$ cat src/rtl/abg_pkg.sv
package abg_pkg;
   localparam int SEL_W = 2;
   localparam int N_SRC = 1 << SEL_W;

   typedef enum logic [SEL_W-1:0] {
      SRC_BUS   = 2'd0,
      SRC_MDIV  = 2'd1,
      SRC_PEER0 = 2'd2,
      SRC_PEER1 = 2'd3
   } src_e;
endpackage

$ cat src/rtl/abg_edge_sync.sv
module abg_edge_sync #(
   parameter int STAGES = 2
) (
   input  logic clk,
   input  logic rst_n,
   input  logic async_i,
   output logic level_o,
   output logic rise_o
);
   initial begin
      if (STAGES < 2) $error("abg_edge_sync: STAGES must be at least 2");
   end

   logic [STAGES:0] shr;

   always_ff @(posedge clk or negedge rst_n) begin
      if (!rst_n) shr <= '0;
      else        shr <= {shr[STAGES-1:0], async_i};
   end

   assign level_o = shr[STAGES-1];
   assign rise_o  = shr[STAGES-1] & ~shr[STAGES];
endmodule

$ cat src/rtl/abg_divider.sv
module abg_divider #(
   parameter int DIV_W = 8
) (
   input  logic             clk,
   input  logic             rst_n,
   input  logic             soft_rst,
   input  logic             tick,
   input  logic             en,
   input  logic [DIV_W-1:0] half_div,
   output logic             bclk_o,
   output logic             running_o
);
   initial begin
      if (DIV_W < 1) $error("abg_divider: DIV_W must be positive");
   end

   logic [DIV_W-1:0] cnt_q;
   logic             phase_q;
   logic             run_q;
   logic             en_q;

   always_ff @(posedge clk or negedge rst_n) begin
      if (!rst_n) begin
         cnt_q   <= '0;
         phase_q <= 1'b0;
         run_q   <= 1'b0;
         en_q    <= 1'b0;
      end else if (soft_rst) begin
         cnt_q   <= '0;
         phase_q <= 1'b0;
         run_q   <= 1'b0;
         en_q    <= 1'b0;
      end else begin
         en_q <= en;
         if (!run_q) begin
            cnt_q   <= '0;
            phase_q <= 1'b0;
            if (en && !en_q) run_q <= 1'b1;
         end else if (!en && !phase_q) begin
            run_q <= 1'b0;
            cnt_q <= '0;
         end else if (tick) begin
            if (cnt_q >= half_div) begin
               cnt_q   <= '0;
               phase_q <= ~phase_q;
            end else begin
               cnt_q <= cnt_q + 1'b1;
            end
         end
      end
   end

   assign bclk_o    = phase_q;
   assign running_o = run_q;

   // a stopped generator holds its output low
   p_idle_low_r6: assert property (@(posedge clk) disable iff (!rst_n)
      !run_q |-> !phase_q);

   // the run flag only drops out of a low phase (or by soft reset)
   p_stop_at_low_r6: assert property (@(posedge clk) disable iff (!rst_n)
      ($fell(run_q) && !$past(soft_rst)) |-> !$past(phase_q));

   // the phase only moves on a source tick
   p_toggle_on_tick_r4: assert property (@(posedge clk) disable iff (!rst_n)
      ((phase_q != $past(phase_q)) && !$past(soft_rst) && $past(run_q)) |-> $past(tick));

   // a start begins from a cleared counter in the low phase
   p_start_zero_r5: assert property (@(posedge clk) disable iff (!rst_n)
      $rose(run_q) |-> (cnt_q == '0 && !phase_q));
endmodule

$ cat src/rtl/audio_bclk_gen.sv
module audio_bclk_gen #(
   parameter int DIV_W       = 8,
   parameter int SYNC_STAGES = 2
) (
   input  logic                    clk,
   input  logic                    rst_n,
   input  logic                    soft_rst,
   input  logic                    bus_clk_i,
   input  logic                    mdiv_clk_i,
   input  logic                    peer0_bclk_i,
   input  logic                    peer1_bclk_i,
   input  logic                    ext_bclk_i,
   input  logic                    opp_bclk_i,
   input  logic [abg_pkg::SEL_W-1:0] src_sel,
   input  logic [DIV_W-1:0]        half_div,
   input  logic                    master,
   input  logic                    swap,
   input  logic                    async_mode,
   input  logic                    bclk_en,
   output logic                    bclk_o,
   output logic                    bclk_active_o
);
   import abg_pkg::*;

   initial begin
      if (DIV_W < 1 || DIV_W > 16) $error("audio_bclk_gen: DIV_W out of range");
   end

   logic [N_SRC-1:0] src_raw;
   logic [N_SRC-1:0] src_rise;
   logic [N_SRC-1:0] src_lvl;

   assign src_raw[SRC_BUS]   = bus_clk_i;
   assign src_raw[SRC_MDIV]  = mdiv_clk_i;
   assign src_raw[SRC_PEER0] = peer0_bclk_i;
   assign src_raw[SRC_PEER1] = peer1_bclk_i;

   for (genvar g = 0; g < N_SRC; g++) begin : g_src
      abg_edge_sync #(.STAGES(SYNC_STAGES)) u_sync (
         .clk     (clk),
         .rst_n   (rst_n),
         .async_i (src_raw[g]),
         .level_o (src_lvl[g]),
         .rise_o  (src_rise[g])
      );
   end

   logic ext_lvl, ext_rise, opp_lvl, opp_rise;

   abg_edge_sync #(.STAGES(SYNC_STAGES)) u_ext_sync (
      .clk(clk), .rst_n(rst_n), .async_i(ext_bclk_i), .level_o(ext_lvl), .rise_o(ext_rise));
   abg_edge_sync #(.STAGES(SYNC_STAGES)) u_opp_sync (
      .clk(clk), .rst_n(rst_n), .async_i(opp_bclk_i), .level_o(opp_lvl), .rise_o(opp_rise));

   logic sel_tick;
   assign sel_tick = src_rise[src_sel];

   logic borrow, use_pass, pass_lvl;
   assign borrow   = swap & async_mode;
   assign use_pass = borrow | ~master;
   assign pass_lvl = borrow ? opp_lvl : ext_lvl;

   logic div_bclk, div_run;

   abg_divider #(.DIV_W(DIV_W)) u_div (
      .clk       (clk),
      .rst_n     (rst_n),
      .soft_rst  (soft_rst),
      .tick      (sel_tick),
      .en        (bclk_en & ~use_pass),
      .half_div  (half_div),
      .bclk_o    (div_bclk),
      .running_o (div_run)
   );

   logic pass_q, pass_en_q;

   always_ff @(posedge clk or negedge rst_n) begin
      if (!rst_n) begin
         pass_q    <= 1'b0;
         pass_en_q <= 1'b0;
      end else if (soft_rst) begin
         pass_q    <= 1'b0;
         pass_en_q <= 1'b0;
      end else begin
         pass_q    <= bclk_en & pass_lvl;
         pass_en_q <= bclk_en;
      end
   end

   assign bclk_o        = use_pass ? pass_q    : div_bclk;
   assign bclk_active_o = use_pass ? pass_en_q : div_run;

   // the clock is never high while reported idle
   p_out_active_r10: assert property (@(posedge clk) disable iff (!rst_n)
      bclk_o |-> bclk_active_o);

   // a soft reset leaves the output low on the following cycle
   p_soft_low_r9: assert property (@(posedge clk) disable iff (!rst_n)
      soft_rst |=> !bclk_o);

   logic unused_edges;
   assign unused_edges = ^src_lvl ^ ext_rise ^ opp_rise;
endmodule

$ cat config.mk
export PLATFORM = sky130hd
export DESIGN_NAME = audio_bclk_gen
export DESIGN_NICKNAME = d
export VERILOG_FILES = /design/src/rtl/abg_pkg.sv /design/src/rtl/abg_edge_sync.sv /design/src/rtl/abg_divider.sv /design/src/rtl/audio_bclk_gen.sv
export SDC_FILE = /design/constraint.sdc
export NUM_CORES = 1
export LEC_CHECK = 0
export BUFFER_PORTS_ARGS = -buffer_cell sky130_fd_sc_hd__buf_2
export CORE_UTILIZATION = 49
export DETAILED_ROUTE_END_ITERATION = 8
export GPL_TIMING_DRIVEN = 0
export PLACE_DENSITY = 0.81
export SLEW_MARGIN = 30
export SYNTH_ARGS = -nofsm -noshare
export SYNTH_HDL_FRONTEND = slang
export SYNTH_SLANG_ARGS = --single-unit
$ cat constraint.sdc
create_clock -name clk -period 2 [get_ports clk]
set_clock_uncertainty 0.1 [all_clocks]
set_input_delay 0.1 -clock clk [delete_from_list [all_inputs] [get_ports clk]]
set_output_delay 0.1 -clock clk [all_outputs]
set_load 0.005 [all_outputs]
# Word level (Yosys, flattened, before mapping)
# Cells that the tools add are included.
# W data, S select, Z words.
word_totals:
  latchBits: 0
  mem_bits_rw: 0
  reg_bits: 29
  mem_bits_ro: 0
  inputBits: 23
  output_inout_bits: 2
  elab_cells: 62
  mem_count: 0
op_classes:
  multipliers: 0
  magnitude_cmp: 2
  bitwise: 15
  add_sub_neg: 1
  n_eq_ne: 4
  n_mux: 22
  shifts: 0
  n_div: 0
  reduce_logical: 6
op_table:
  columns: ["op", "count"]
  rows:
  - ["$mux W8", 5]
  - ["$mux W1", 16]
  - ["$ne A3 B3 Y1 const B", 3]
  - ["$add A8 B1 Y8 const B", 1]
  - ["$ge A8 B8 Y1", 1]
  - ["$and A1 B1 Y1", 7]
  - ["$not A1 Y1", 7]
  - ["$ne A4 B4 Y1 const B", 1]
  - ["$logic_not A1 Y1", 3]
  - ["$lt A2 B3 Y1 const B", 1]
  - ["$reduce_and A3 Y1", 1]
  - ["$bmux W1 S2", 1]
  - ["$logic_and A1 B1 Y1", 2]
  - ["$or A1 B1 Y1", 1]

# Longest topological paths before layout
depth:
  depth_word: 9
  ltp_mapped: 7

# Modules after synthesis
# From an unflattened synthesis, not the netlist that was laid out.
hier_totals:
  hier_cells: 117
  area_unflattened_um2: 1413.9
by_module_without_submodules:
  columns: ["mod", "cells_per_inst", "seq_area_each_um2", "n_inst", "area_per_inst_um2"]
  rows:
  - ["abg_divider", 82, 275.3, 1, 740.7]
  - ["abg_edge_sync", 4, 75.1, 6, 88.8]
  - ["audio_bclk_gen", 11, 50.0, 1, 140.1]

# Worst setup path after synthesis
# No wires, ideal clock.
synth_timing:
  path_type: "flip-flop to flip-flop"
  from: "register u_div.cnt_q[2]"
  to: "register u_div.cnt_q[3]"
  slack_ns: -0.154
  period_less_slack_ns: 2.154
  setup_ns: 0.082
  arrival_time_ns: 1.972
  stages_incl_launch_ff: 7
  required_ns: 1.818
  n_path_buf: 0
  path_cell_list: "dfrtp_1 ha_1 or4_4 a21oi_4 o31ai_2 or4_1 a31oi_1"
synth_via:
  elab_chain_cells: 6
  elab_cells_between_ends: 7
  classes_between: "1 x add/sub; 1 x order compare; 5 x mux"
synth_rtl:
  columns: ["item", "line", "text"]
  rows:
  - ["from (decl)", "abg_divider.sv:17", "logic [DIV_W-1:0] cnt_q;"]
  - ["from (signal assigned)", "abg_divider.sv:47", "cnt_q <= cnt_q + 1'b1;"]
  - ["$add A8 B1 Y8 / $ge A8 B8 Y1 (equally long branches)", "abg_divider.sv:47, abg_divider.sv:43", null]
  - ["$mux W8 *", "abg_divider.sv:43", "if (cnt_q >= half_div) begin"]
  - ["$mux W8 *", "abg_divider.sv:42", "end else if (tick) begin"]
  - ["$mux W8 *", "abg_divider.sv:39", "end else if (!en && !phase_q) begin"]
  - ["$mux W8 *", "abg_divider.sv:35", "if (!run_q) begin"]
  - ["$mux W8 *", "abg_divider.sv:28", "end else if (soft_rst) begin"]
# Every way passes the cells marked *; elsewhere a longest branch is shown, timed or not. The select of a mux whose other input is x is not followed.
# A chain may end at the register's enable or synchronous reset.

# Worst setup path after layout
layout_timing:
  from: "register u_div.cnt_q[2]"
  to: "register u_div.cnt_q[2]"
# Same word-level chain as after synthesis.

==> run_results.csv <==
group,metric,value,unit
cts,clk_latency,340,ps
logic_synthesis,ys_warn_count,0,
setup_path,critPathKind,"reg2reg",
setup_path,timing.critical_path.buf_inv,0,
pwr,ir_worst_vdd,0.750,mV
finish,finish.net_count,206,
detailed_routing,totalWireLength,3120,µm
sta,drv_slew,0,
setup_path,path_cells,"ha_2 > or3_1 > a21oi_2 > o31ai_4 > or4b_1 > a31oi_1",
cts,path_clk_slew,90,ps
cts,numCtsBuffers,5,
finish,antenna_cells,0,
cts,cts_tree,"yes",
logic_synthesis,synth_seq_area_share,53.0,%
finish,final_util,71.0,%
logic_synthesis,async_reset_ff_share,100,%
detailed_routing,drcViolationCount,0,
pwr,power,0.00109,W
detailed_routing,ant_nets,0,
pwr,leakagePower,0.863,nW
finish,drive_above_1_share,34.9,%
logic_synthesis,ys_top_cells_by_area,"dfrtp_1 53%, ha_1 8.2%, nand2_1 3.6%, inv_1 3.0%, or4_1 2.7%",
detailed_routing,avgRoutedWirePerCell,15.2,µm
floorplan,die_width,54.9,µm
outcome,violations,"setup timing",
floorplan,dieArea,3010,µm²
floorplan,design.core.area,2570,µm²
cts,htree_levels,2,
global_route,grt_pass1_wl,4590,µm
sta,slew_headroom,57.9,%
global_route,grt_pass1_vias,1060,
pwr,powerDensity,597,nW/µm²
detailed_routing,drt_iter0_drc,26,
logic_synthesis,synth_edf_count,0,
cts,cts_root_buf,"clkbuf_4",
placed_design,hpwl,1840,µm
floorplan,ios,25,
logic_synthesis,synth_area_per_cell,11.4,µm²
global_route,grt_max_degree,30,
sta,setup_viol,9,
setup_path,cp_top_family,"simple AND/OR/NAND/NOR gates",
detailed_routing,firstDrtPassIters,4,
setup_path,cp-end-kind,"register",
sta,rsz0062_at_grt,"true",
outcome,status,"finished with violations",
setup_path,crit_fanout,8,
floorplan,num_rows,18,
detailed_routing,vias,1163,
detailed_routing,via_per_inst,5.67,
logic_synthesis,syn_inst,120,
global_route,grt-ovfl-total,0,
placed_design,io_buffers,24,
logic_synthesis,yosysTopAreaCell,"dfrtp_1",
setup_path,critical-path-max-stage-delay,490,ps
logic_synthesis,synthesis.area,1370,µm²
logic_synthesis,syn-num-nets,152,
flow_run,maxCapViolCount,0,
sta,worstMarginPinSlew,632,ps
floorplan,fp.dieH,54.9,µm
setup_path,cp_slowest_cell,"or4b_1",
cts,cts.sinks,29,
setup_path,worst_ep_arrival_time,2370,ps
logic_synthesis,synthFlopType,"dfrtp_1",
sta,post-route-period-util,111,%
finish,area_growth,33.0,%
setup_path,worstPathRequired,2140,ps
sta,finalHoldViolations,0,
setup_path,crit_path_start_kind,"register",
logic_synthesis,synth_cell_types,37,
floorplan,start_util,53.4,%
hold_path,worstHoldPathType,"in2reg",
sta,min_period,2230,ps
sta,clock.fmax,449,MHz
global_route,antenna_found_initial,0,
placed_design,place.gp.congestion,0.789,
logic_synthesis,synth_top_area_share,53.0,%
global_route,grt_util_all_layers,23.4,%
logic_synthesis,ys_ff_latch,29,
sta,finalWorstSetupSlack,-225,ps
cts,clk_path_buf_depth,2,
tightest hold or removal path, stage by stage:
cell     delay (ps)
buf_2            90
and2_1          170
nand2_1         110
inv_1            50
area by class of cell:
class	instances	area [µm²]
repair buffers	47	323
well taps	30	37.5
inverters	11	41.3
fillers	191	746
clock buffers	5	37.5
clock inverters	3	17.5
flip-flops and latches	29	727
plain buffers	1	11.3
multi-input cells	79	627
power breakdown:
group          internal [W]  switching [W]  total, W
clock              0.000132       0.000212  0.000344
sequential         0.000606     0.00000768  0.000613
combinational     0.0000664      0.0000634  0.000130
flip-flops by register name (all words and copies together), names as in the netlist:
register and count:
u_ext_sync.shr 2, u_div.bclk_o 1, u_div.cnt_q 8, u_opp_sync.shr 2, pass_q 1, g_src.u_sync.shr 12
pass_en_q 1, u_div.en_q 1, u_div.running_o 1
kinds of logic (layout without fill, tap and decap cells):
group,count (synthesis),count (layout),synth area share [%]
AND/OR/NAND/NOR,42,42,17.7
flip-flops,29,29,53.0
AO/OA/AOI/OAI,26,26,15.6
buffers and inverters,12,67,3.84
adder cells (fa/ha/maj),9,9,8.22
multiplexers,2,2,1.64
final timing paths:
check	slack [ps]	cells after the start	endpoint	from
worst min-delay path	120	4	u_div.en_q	master
worst min register to register	260	0	g_src[3].u_sync.shr[1]	g_src[3].u_sync.shr[0]
worst max-delay path	-230	6	u_div.cnt_q[2]	u_div.cnt_q[2]
max in group asynchronous	1140	2	u_div.cnt_q[4]	rst_n
worst max register to register	-230	6	u_div.cnt_q[2]	u_div.cnt_q[2]
min in group asynchronous	220	2	u_div.cnt_q[3]	rst_n
metrics by stage:
step / setup slack (ps) / instances / hold WS (ps) / TNS (ps) / instance area [µm²]
after floorplan: -105 / 120 / -296 / -276 / 1390
after global placement: -207 / 174 / 33.9 / -953 / 1550
after detailed placement: -269 / 174 / 50.7 / -1400 / 1550
after CTS: -199 / 202 / 113 / -993 / 1780
after global routing: -285 / 205 / 140 / -1770 / 1820
final: -225 / 205 / 120 / -1090 / 1820
synthesized netlist by cell type, drive strengths merged, types with 2 or more instances:
master and n:
dfrtp 29, nand2 14, inv 11, ha 9
a21oi 7, nand3 7, or4 6, or3 5
a31oi 4, nand3b 3, a21boi 2, a21o 2
mux2 2, or2 2
timing repair:
item / 4_1_cts / 5_1_grt
setup buffers: 8 / 3
resized for setup: 2 / 2
setup endpoints to repair: 9 / 9
hold buffers: 12 / 0
pin swaps: 5 / 2
hold endpoints to repair: 38 / 0
layer usage:
layer  wire length, µm  global-route usage [%]  vias up
met3               155                    6.11       14
li1                  -                       -      546
met5                 0                       0        -
met1              1220                    26.8      551
met2              1650                    38.4       52
met4                93                    15.0        0
layout by cell type (no fill, tap or decap), types with 2 or more instances in the layout:
cell	synthesis	routed
dfrtp_1	29	28
a31oi_1	4	4
buf_2	0	24
inv_1	11	11
mux2_2	2	2
or2_1	2	2
dlygate4sd3_1	0	12
nand3b_1	3	3
or4_1	5	5
clkinv_2	0	2
buf_4	0	11
ha_2	0	3
nand2_1	13	13
a21oi_2	1	2
or3_1	4	4
a21oi_1	5	4
clkbuf_4	0	5
a21boi_1	2	2
nand3_1	7	7
ha_1	9	6
Power figures use the tool's default switching activity.
